--- src/rtl/page_xlate.sv ---
module page_xlate #(
  parameter int LOG_AW    = 16,
  parameter int SLOT_BITS = 4,
  parameter int PAGE_BITS = 8
) (
  input  logic                                   clk,
  input  logic                                   rst_n,
  input  logic [LOG_AW-1:0]                      log_addr,
  output logic [LOG_AW-SLOT_BITS+PAGE_BITS-1:0]  phys_addr,
  input  logic                                   map_sel,
  input  logic                                   map_wr,
  input  logic [SLOT_BITS-1:0]                   map_idx,
  input  logic [PAGE_BITS-1:0]                   map_wdata,
  output logic [PAGE_BITS-1:0]                   map_rdata
);
  localparam int OFS_BITS = LOG_AW - SLOT_BITS;
  localparam int SLOTS    = 1 << SLOT_BITS;

  typedef logic [SLOTS-1:0][PAGE_BITS-1:0] tab_t;

  function automatic tab_t ident_map();
    tab_t t;
    for (int i = 0; i < SLOTS; i++) t[i] = PAGE_BITS'(i);
    return t;
  endfunction

  tab_t tab;
  logic wr_en;
  logic [SLOT_BITS-1:0] slot;

  assign wr_en = map_sel & map_wr;
  assign slot  = log_addr[LOG_AW-1:OFS_BITS];

  always_ff @(posedge clk) begin
    if (!rst_n)     tab <= ident_map();
    else if (wr_en) tab[map_idx] <= map_wdata;
  end

  assign phys_addr = {tab[slot], log_addr[OFS_BITS-1:0]};
  assign map_rdata = map_sel ? tab[map_idx] : '0;

  // checks
  AST_RESET_IDENT: assert property (@(posedge clk) disable iff (!rst_n)
    $rose(rst_n) |-> (tab == ident_map()));

  AST_WRITE_LANDS: assert property (@(posedge clk) disable iff (!rst_n)
    wr_en |=> (tab[$past(map_idx)] == $past(map_wdata)));

  AST_NO_STRAY_WRITE: assert property (@(posedge clk) disable iff (!rst_n)
    !wr_en |=> $stable(tab));

  AST_PHYS_HOLDS: assert property (@(posedge clk) disable iff (!rst_n)
    ($stable(log_addr) && !$past(wr_en)) |-> $stable(phys_addr));

  AST_OFS_PASS: assert property (@(posedge clk) disable iff (!rst_n)
    $stable(log_addr) |-> $stable(phys_addr[OFS_BITS-1:0]));
endmodule

--- config.mk ---
export PLATFORM = sky130hd
export DESIGN_NAME = page_xlate
export DESIGN_NICKNAME = d
export VERILOG_FILES = /design/src/rtl/page_xlate.sv
export SDC_FILE = /design/constraint.sdc
export NUM_CORES = 1
export LEC_CHECK = 0
export ABC_AREA = 1
export CORE_MARGIN = 3
export CORE_UTILIZATION = 50
export DETAILED_ROUTE_END_ITERATION = 8
export DONT_BUFFER_PORTS = 1
export HOLD_SLACK_MARGIN = 0.02
export REMOVE_ABC_BUFFERS = 1
export SLEW_MARGIN = 20
export SYNTH_ARGS = -nofsm -noshare
export SYNTH_HDL_FRONTEND = slang
export SYNTH_SLANG_ARGS = --single-unit
--- constraint.sdc ---
create_clock -name clk -period 1.35 [get_ports clk]
set_input_delay 0.135 -clock clk [delete_from_list [all_inputs] [get_ports clk]]
set_output_delay 0.135 -clock clk [all_outputs]
set_load 0.1 [all_outputs]
## After elaboration in Yosys (flattened, before gate mapping)

Cells that the tools add are included.

- $lt $le $gt $ge: 3
- Mux-type cells: 8
- Bitwise gates (word level): 1
- Reduce and logical (&&, ||, !) cells: 1

Operator list:

| cell | count |
|---|---|
| 128-bit bitwise mux | 1 |
| 8-bit binary-select mux with 4-bit select | 2 |
| 8-bit demux with 4-bit select | 1 |
| 8-bit two-way mux | 4 |
| 4-bit by 5-bit less-than comparator with 1-bit output, second input constant | 2 |
| 4-bit by 1-bit greater-or-equal comparator with 1-bit output, second input constant | 1 |
| 1-bit AND | 1 |
| 1-bit logical AND | 1 |

- Bits in registers: 128
- Input bits: 32
- Output and inout bits: 28
- Word-level logic and storage cells: 29

## Logic depth before layout (Yosys ltp)

Gate-level depths: netlist of run 1.

- Depth after elaboration: 5
- Depth in mapped cells: 11
- Gate-level depth less buffers: 9

## Worst setup path before layout of run 1

Ideal clock, no wire load.

- Path type: input to output
- Start point: in map_idx[0]
- End point: out map_rdata[0]
- Arrival: 2162 ps
- Required time: 1215 ps
- Slack: -947 ps
- Stages on the path: 11
- Buffers on the path: 2
- Cells stage by stage: inv_2 -> buf_4 -> buf_2 -> nand2_1 -> nand2_1 -> nand2_1 -> nand2_1 -> nand2_1 -> nand2_1 -> nor2_1 -> nor2_1

- Word-level cells in the longest chain between the ends: 3

RTL lines:

| element | line | RTL |
|---|---|---|
| start, declared | 12 | `input logic [SLOT_BITS-1:0] map_idx,` |
| 8-bit binary-select mux with 4-bit select | 40 | `assign map_rdata = map_sel ? tab[map_idx] : '0;` |
| 8-bit two-way mux (implied by the code) | 40 |  |
| 8-bit two-way mux | 40 |  |
| end, declared | 14 | `output logic [PAGE_BITS-1:0] map_rdata` |

Every way passes these cells. The select of a mux whose other input is x is not followed.

## Worst setup path in the final report of run 1

- Start point: reg tab[100] in the netlist's numbering
- End point: out map_rdata[4]

- Word-level cells in the longest chain between the ends: 3

RTL lines:

| element | line | RTL |
|---|---|---|
| start, declared | 27 | `tab_t tab;` |
| start signal, assigned | 35 | `if (!rst_n) tab <= ident_map();` |
| start signal, assigned by index | 36 | `else if (wr_en) tab[map_idx] <= map_wdata;` |
| 8-bit binary-select mux with 4-bit select | 40 |  |
| 8-bit two-way mux (implied by the code) | 40 |  |
| 8-bit two-way mux | 40 |  |

Every way passes these cells. The select of a mux whose other input is x is not followed.

==> metrics.yaml, run 1 <==
ioPinCount: 60
lkg_pwr_nw: 4.23
largest_registers: "tab (128)"
starting_density_of_the_core_pct: 51.8
detail_route.vias_per_cell: 5.55
clock-root-buffer: "clkbuf_16"
synth-seq-cells: 128
grt_usage_pct: 33.6
weighted_congestion_at_the_end_of_routability_driven_global_placement: 0.906
status: "complete, but fails checks"
grt_busiest_layer: "met1"
smallest_setup_slack_after_layout_ns: -0.399
critical_path_most_common_cell: "nand2_1"
cts_htree_levels: 4
worst_setup_path_end_kind: "output port"
insertion_delay_ns: 0.42
hold-path-cell-count: 1
drt-pass1-iter-count: 5
final_core_utilization_pct: 68.5
cts_max_path_buffers: 2
final-max-slew-violation-count: 0
grt_antenna_before_repair: 1
post_synth_instance_area_um2: 7280
grtUsageMet1_pct: 48.8
area_of_the_core_um2: 14000
setup.worst_path.class: "flop to output port"
vdd_ir_drop_max_uv: 951
vias: 8027
powerDensity_nw_per_um2: 1050
worstMarginPinSlew_ns: 0.989
grt_setup_unrepaired: "true"
first_iter_violations: 858
cts_tree: "built"
max_clock_freq_mhz: 572
die_height_um: 127
grt_overflow: 0
route.antenna.remaining_nets: 0
grt_max_degree: 129
crit_slowest_cell: "dfxtp_2"
fill_cell_total_of_the_finished_layout: 1301
yosysWarnings: 0
place.detailed.hpwl_mm: 15.5
critical_path_arrival_ns: 1.61
highest_count_cells_in_the_layout_ignoring_fill_and_taps: "nand2_1, o21ai_0, dfxtp_2"
layout-area-overhead-vs-synth_pct: 32.3
setup_viol_count_final: 17
hold_class: "input pin to flop"
grt.met2_usage_pct: 47.6
period_needed_ns: 1.75
setup_total_negative_slack_ns: -5.25
synth.yosys.seq_area_share_pct: 35.2
detailedPlace.worstSlack_ns: -0.0950
critical_path.cell_chain: "nand2_1 > nand2_1 > nand2_1 > nand2_1 > nand2_1 > nand2_2 > nor2_2 > nor2_2 > buf_12"
synth_cell_type_count: 19
mostFrequentLayoutCell: "nand2_1"
wirelength_mm: 26.6
numPortBuffers: 0
worstPathRequired_ns: 1.22
min_period_over_period_pct: 130
num_antenna_cells: 0
die_x_um: 127
fin_skew_ns: 0
wire_length_of_the_first_global_routing_pass_mm: 42.0
grt_util_met3_pct: 8.42
r2r_setup_slack_ns: 0.14
numClockSinks: 128
layout_cells_sized_above_1_pct: 27.3
cpPeakStageDelay_ns: 0.35
first_global_vias: 7443
failed_checks: "hold timing, setup timing"
reg2regPathDepth: 3
top_register: "tab"
slew_headroom_pct: 34.1
syn_area_per_cell_um2: 6.01
wl_per_cell_um: 18.4
cts_buffers: 17
reg2reg_to: "tab[58]"
maximum_fanout_along_the_worst_path: 2
whs_ns: -0.181
rr_startpoint: "tab[58]"
worst_setup_path_start_kind: "flop"
worst_setup_hold_path_clk_slew_ns: 0.06
drc: 0
final_net_count: 1286
max-cap-violations: 0
std_cell_rows: 43
largest_reg_flops: 128
setup.worst_path.end: "map_rdata[4]"
die_area_um2: 16000
worst_setup_path_startpoint: "tab[100]"
final-hold-violation-count: 80
syn_inst: 1210
worst min path at each step:
stage / start / endpoint / slack [ns]
floorplan: rst_n / tab[120] / 0.22
global placement: rst_n / tab[34] / 0.24
detailed placement: rst_n / tab[34] / 0.24
CTS: rst_n / tab[8] / -0.19
global route: rst_n / tab[8] / -0.20
finish: rst_n / tab[8] / -0.18
synthesized netlist by cell type (all sizes together):
cell type  count  area, µm²
a21oi         77        385
buf           54        307
clkbuf        40        150
clkinv         3       11.3
dfxtp        128       2560
inv           82        310
nand2        489       1840
nand3         78        390
nor2          86        323
nor3           4       65.1
o211ai        33        248
o21ai        136        681
worst max-delay path, delay by kind of cell, from the launching register on:
| kind | cells | cell delay (ns) |
|---|---|---|
| simple gates | 8 | 0.65 |
| flops | 1 | 0.35 |
| buf+inv | 1 | 0.19 |
repair_timing:
action                     4_1_cts  5_1_grt
setup endpoints to repair       16       46
resized for setup              145      154
gates cloned                     0        0
hold buffers                    39        2
pin swaps                       49       74
hold endpoints to repair       128       87
setup buffers                    0       11
where the power goes:
part,internal (W),switching (W)
Combinational,0.000520,0.000868
Clock,0.00315,0.00174
Sequential,0.00383,0.0000317
Total,0.00750,0.00264
stage by stage:
stage / std cells / area, µm² / power (W)
after floorplan: 1116 / 6820 / 0.00462
after global placement: 1366 / 7890 / 0.00504
after detailed placement: 1366 / 7890 / 0.00504
after CTS: 1436 / 9210 / 0.0101
after global routing: 1446 / 9620 / 0.0104
final: 1446 / 9620 / 0.0101
cell type report:
class / instances / area [µm²] / area share, %
Clock buffer: 19 / 453 / 4.71
Clock inverter: 12 / 165 / 1.72
Inverter: 85 / 337 / 3.50
Multi-Input combinational cell: 903 / 4460 / 46.3
Sequential cell: 128 / 2660 / 27.6
Tap cell: 180 / 225 / 2.34
Timing Repair Buffer: 119 / 1330 / 13.8
logic make-up after synthesis:
kind of cell / after synthesis / synth area share (%)
compound gates: 246 / 18.1
buf+inv: 179 / 10.7
flops: 128 / 35.2
simple gates: 657 / 36.0
per-layer routing:
layer	part of all wire, %	vias to the layer above	wire (µm)
met1	45	3685	12000
met5	0	-	0
met4	3.1	0	835
met2	43	342	11400
met3	9.0	44	2390
li1	-	3956	-
No activity file was read; power rests on OpenSTA's default activity.
==> run 2, diff against run 1 <==
--- a/config.mk
+++ b/config.mk
@@ -12,6 +12,7 @@
 export DONT_BUFFER_PORTS = 1
 export HOLD_SLACK_MARGIN = 0.02
 export REMOVE_ABC_BUFFERS = 1
+export SKIP_LAST_GASP = 1
 export SLEW_MARGIN = 20
 export SYNTH_ARGS = -nofsm -noshare
 export SYNTH_HDL_FRONTEND = slang
==> metrics.yaml, run 2 (synthesized netlist as in run 1, its figures left out) <==
insertion_delay_ns: 0.42
hold-path-cell-count: 1
weighted_congestion_at_the_end_of_routability_driven_global_placement: 0.906
wirelength_mm: 26.5
max-cap-violations: 0
r2r_setup_slack_ns: 0.14
internal_power_w: 0.00750
worst_setup_hold_path_clk_slew_ns: 0.06
smallest_setup_slack_after_layout_ns: -0.401
lkg_pwr_nw: 4.19
max_clock_freq_mhz: 571
setup.worst_path.class: "flop to output port"
final-max-slew-violation-count: 0
power_frac_comb_pct: 13.6
first_iter_violations: 903
starting_density_of_the_core_pct: 51.8
grt_max_degree: 129
worstMarginPinSlew_ns: 0.950
drc: 0
die_x_um: 127
powerDensity_nw_per_um2: 1060
largest_reg_flops: 128
die_area_um2: 16000
vias: 8083
route.antenna.remaining_nets: 0
clock-root-buffer: "clkbuf_16"
grt_antenna_before_repair: 1
failed_checks: "hold timing, setup timing"
reg2regPathDepth: 3
layout_cells_sized_above_1_pct: 25.5
critical_path_arrival_ns: 1.62
status: "complete, but fails checks"
place_inst: 1366
layout-area-overhead-vs-synth_pct: 31.8
cts_max_path_buffers: 2
finished_layout_cells: 1448
totalPowerFinal_w: 0.0101
power_switching_share_pct: 25.9
grt_setup_unrepaired: "true"
clkPwrFrac_pct: 48.2
min_period_over_period_pct: 130
final_core_utilization_pct: 68.3
drt-pass1-iter-count: 6
die_height_um: 127
worst_setup_path_end_kind: "output port"
std_cell_rows: 43
net-switching-power_w: 0.00262
mostFrequentLayoutCell: "nand2_1"
setup_viol_count_final: 17
wire_length_of_the_first_global_routing_pass_mm: 41.7
wl_per_cell_um: 18.3
ioPinCount: 60
cts_tree: "built"
min_delay_worst_endpoint: "tab[42]"
grt_overflow: 0
worstPathRequired_ns: 1.22
detail_route.vias_per_cell: 5.58
grt_usage_pct: 33.4
first_global_vias: 7395
final_net_count: 1287
area_of_the_core_um2: 14000
worst_setup_path_start_kind: "flop"
whs_ns: -0.172
seq_power_share_pct: 38.1
setup_total_negative_slack_ns: -5.18
period_needed_ns: 1.75
cts_htree_levels: 4
reg2reg_to: "tab[58]"
numClockSinks: 128
numPortBuffers: 0
cts_buffers: 17
vdd_ir_drop_max_uv: 953
top_register: "tab"
hold_path_startpoint: "rst_n"
place.detailed.hpwl_mm: 15.5
rr_startpoint: "tab[58]"
fin_skew_ns: 0
maximum_fanout_along_the_worst_path: 2
slew_headroom_pct: 36.7
final-hold-violation-count: 52
highest_count_cells_in_the_layout_ignoring_fill_and_taps: "nand2_1, o21ai_0, nor2_1"
largest_registers: "tab (128)"
hold_class: "input pin to flop"
[run 2: cell count changes in the layout (fill, tap and decap cells not counted), sizes merged]
cell / change
diode: +1
dlygate4sd3: +4
dlymetal6s4s: -3
[run 2: critical path, stage by stage (launching register included)]
cell	delay, ns
dfxtp_2	0.35
nand2_1	0.06
nand2_1	0.08
nand2_1	0.06
nand2_1	0.09
nand2_1	0.07
nand2_2	0.11
nor2_2	0.05
nor2_2	0.14
buf_12	0.19
[run 2: timing repair]
item / in CTS / in global routing
resized for setup: 123 / 149
buffers inserted: 0 / 11
setup endpoints to repair: 16 / 45
hold buffers: 39 / 2
pin swaps: 47 / 66
endpoints found under the hold margin: 128 / 86
[run 2: layout make-up]
type | instances | area, µm²
diodes | 1 | 2.50
clock buffers | 19 | 453
clock inverters | 12 | 165
fillers | 1302 | 4450
inverters | 85 | 337
multi-input cells | 903 | 4430
flip-flops and latches | 128 | 2650
well taps | 180 | 225
repair buffers | 120 | 1330
[run 2: power groups by stage]
| stage | sequential, W | clock, W | combinational, W |
|---|---|---|---|
| 3_3_place_gp | 0.00394 | 0 | 0.00110 |
| 6_report | 0.00386 | 0.00488 | 0.00138 |
| 3_5_place_dp | 0.00394 | 0 | 0.00110 |
| 2_1_floorplan | 0.00393 | 0 | 0.000687 |
| 4_1_cts | 0.00386 | 0.00491 | 0.00129 |
| 5_1_grt | 0.00387 | 0.00508 | 0.00147 |
[run 2: worst max-delay path by stage]
stage               depth (start not counted)  slack [ns]            to        from
detailed placement                          8        -0.1      tab[122]  map_idx[0]
global placement                            7       -0.06      tab[123]  map_idx[0]
CTS                                         9       -0.40  map_rdata[6]     tab[70]
floorplan                                   5       -1.11  map_rdata[0]  map_idx[3]
finish                                      9       -0.40  map_rdata[4]    tab[100]
global route                               10       -0.49  map_rdata[4]     tab[44]
[run 2: metrics by stage]
step / setup WS [ns] / instance area (µm²)
6_report: -0.401 / 9590
5_1_grt: -0.493 / 9590
4_1_cts: -0.402 / 9170
3_5_place_dp: -0.0950 / 7890
3_3_place_gp: -0.0642 / 7890
2_1_floorplan: -1.11 / 6820
[run 2: routing by layer]
layer / wire, µm / vias to the layer above / GRT usage, %
met2: 11500 / 351 / 46.9
met3: 2240 / 46 / 8.76
li1: - / 3954 / -
met4: 779 / 0 / 13.3
met1: 12000 / 3732 / 48.6
met5: 0 / - / 0
==> run 3, diff against run 2 <==
--- a/config.mk
+++ b/config.mk
@@ -6,11 +6,14 @@
 export NUM_CORES = 1
 export LEC_CHECK = 0
 export ABC_AREA = 1
+export CELL_PAD_IN_SITES_DETAIL_PLACEMENT = 1
+export CELL_PAD_IN_SITES_GLOBAL_PLACEMENT = 1
 export CORE_MARGIN = 3
-export CORE_UTILIZATION = 50
+export CORE_UTILIZATION = 45
 export DETAILED_ROUTE_END_ITERATION = 8
 export DONT_BUFFER_PORTS = 1
 export HOLD_SLACK_MARGIN = 0.02
+export PLACE_DENSITY_LB_ADDON = 0.1
 export REMOVE_ABC_BUFFERS = 1
 export SKIP_LAST_GASP = 1
 export SLEW_MARGIN = 20
==> metrics.yaml, run 3 (synthesized netlist as in run 1, its figures left out) <==
wire_length_of_the_first_global_routing_pass_mm: 48.2
highest_count_cells_in_the_layout_ignoring_fill_and_taps: "nand2_1, o21ai_0, dfxtp_2"
cts_buffers: 17
setup_viol_count_final: 19
grt_setup_unrepaired: "true"
insertion_delay_ns: 0.44
layout-area-overhead-vs-synth_pct: 29.7
die_area_um2: 17700
period_needed_ns: 1.83
vias: 8896
smallest_setup_slack_after_layout_ns: -0.477
max-cap-violations: 0
layout_cells_sized_above_1_pct: 27.3
final-hold-violation-count: 97
hold-path-cell-count: 1
std_cell_rows: 45
fill_cell_total_of_the_finished_layout: 2040
place.detailed.hpwl_mm: 17.9
final-max-slew-violation-count: 0
powerDensity_nw_per_um2: 1030
clock-root-buffer: "clkbuf_16"
grt_max_degree: 129
lkg_pwr_nw: 4.14
vdd_ir_drop_max_uv: 926
status: "complete, but fails checks"
reg2regPathDepth: 4
drc: 0
finished_layout_cells: 1466
largest_registers: "tab (128)"
grt_overflow: 0
grt_usage_pct: 34.9
failed_checks: "hold timing, setup timing"
route.antenna.remaining_nets: 0
wirelength_mm: 33.2
rr_startpoint: "tab[115]"
slew_headroom_pct: 37.0
die_height_um: 133
die_x_um: 133
first_iter_violations: 944
worst_setup_hold_path_clk_slew_ns: 0.05
weighted_congestion_at_the_end_of_routability_driven_global_placement: 0.852
first_global_vias: 8759
place_inst: 1393
max_clock_freq_mhz: 547
worst_setup_path_start_kind: "flop"
totalPowerFinal_w: 0.00973
hold_class: "input pin to flop"
grt_antenna_before_repair: 1
wl_per_cell_um: 22.6
fin_skew_ns: 0
final_net_count: 1275
mostFrequentLayoutCell: "nand2_1"
ioPinCount: 60
area_of_the_core_um2: 15500
worstPathRequired_ns: 1.22
worst_setup_path_startpoint: "tab[29]"
hold_path_startpoint: "rst_n"
whs_ns: -0.167
cts_htree_levels: 4
largest_reg_flops: 128
top_register: "tab"
numPortBuffers: 0
setup.worst_path.class: "flop to output port"
maximum_fanout_along_the_worst_path: 3
numClockSinks: 128
cts_max_path_buffers: 2
drt-pass1-iter-count: 6
cts_tree: "built"
min_period_over_period_pct: 135
starting_density_of_the_core_pct: 47.0
worstMarginPinSlew_ns: 0.945
worst_setup_path_end_kind: "output port"
critical_path_arrival_ns: 1.69
detail_route.vias_per_cell: 6.07
-- run 3: cell count changes in the layout (fill, tap and decap cells not counted), moves of 4 or more --
cell	delta
a21oi_2	-4
buf_4	+6
dfxtp_1	-7
dfxtp_2	+7
dlygate4sd3_1	-16
inv_2	+5
nand2_1	-14
nand2_2	+15
o21ai_0	+10
o21ai_1	-11
-- run 3: where the power goes --
group | internal [W] | switching, W | total [W]
Clock | 0.00269 | 0.00174 | 0.00443
Sequential | 0.00383 | 0.0000349 | 0.00387
Combinational | 0.000489 | 0.000950 | 0.00144
-- run 3: final timing paths --
kind                                     end  slack (ns)
worst max-delay path            map_rdata[5]       -0.48
worst max register to register      tab[115]        0.09
worst min-delay path                 tab[40]       -0.17
worst min register to register      tab[119]        0.47
-- run 3: layer usage --
metal  GRT usage (%)  share of wire [%]
met5               0              0.039
met4            17.0                5.3
met3            9.29                9.0
met2            55.3                 46
met1            44.1                 40
-- run 3: worst max-delay path, stage by stage (launching register included) --
cell and delay (ns):
dfxtp_2 0.34, nand2_1 0.09, nand2_1 0.11, nand2_1 0.09, nand2_1 0.08, nand2_1 0.07, nand2_2 0.09, nor2_2 0.05
nor2_2 0.14, buf_12 0.20
-- run 3: timing repair --
action / CTS / global route
setup buffers: 10 / 7
setup endpoints to repair: 16 / 44
pin swaps: 65 / 72
gates resized for setup: 154 / 125
hold endpoints to repair: 128 / 100
hold buffers: 24 / 1
cloned: 0 / 1
-- run 3: area by class of cell --
cell class / count / area [µm²] / area share, %
multi-input combinational: 903 / 4460 / 47.2
sequential: 128 / 2650 / 28.1
timing repair buffer: 108 / 1190 / 12.6
clock buffer: 24 / 492 / 5.21
inverter: 85 / 324 / 3.43
tap: 211 / 264 / 2.80
clock inverter: 6 / 57.6 / 0.610
antenna: 1 / 2.50 / 0.0265
-- run 3: metrics by stage --
stage / utilization [%] / instance area (µm²) / setup slack (ns) / TNS (ns)
finish: 60.9 / 9440 / -0.477 / -6.72
global route: 60.9 / 9440 / -0.562 / -7.48
CTS: 58.5 / 9050 / -0.436 / -5.79
detailed placement: 50.9 / 7870 / -0.118 / -3.83
global placement: 50.9 / 7870 / -0.111 / -2.38
floorplan: - / 6820 / -1.11 / -15.60
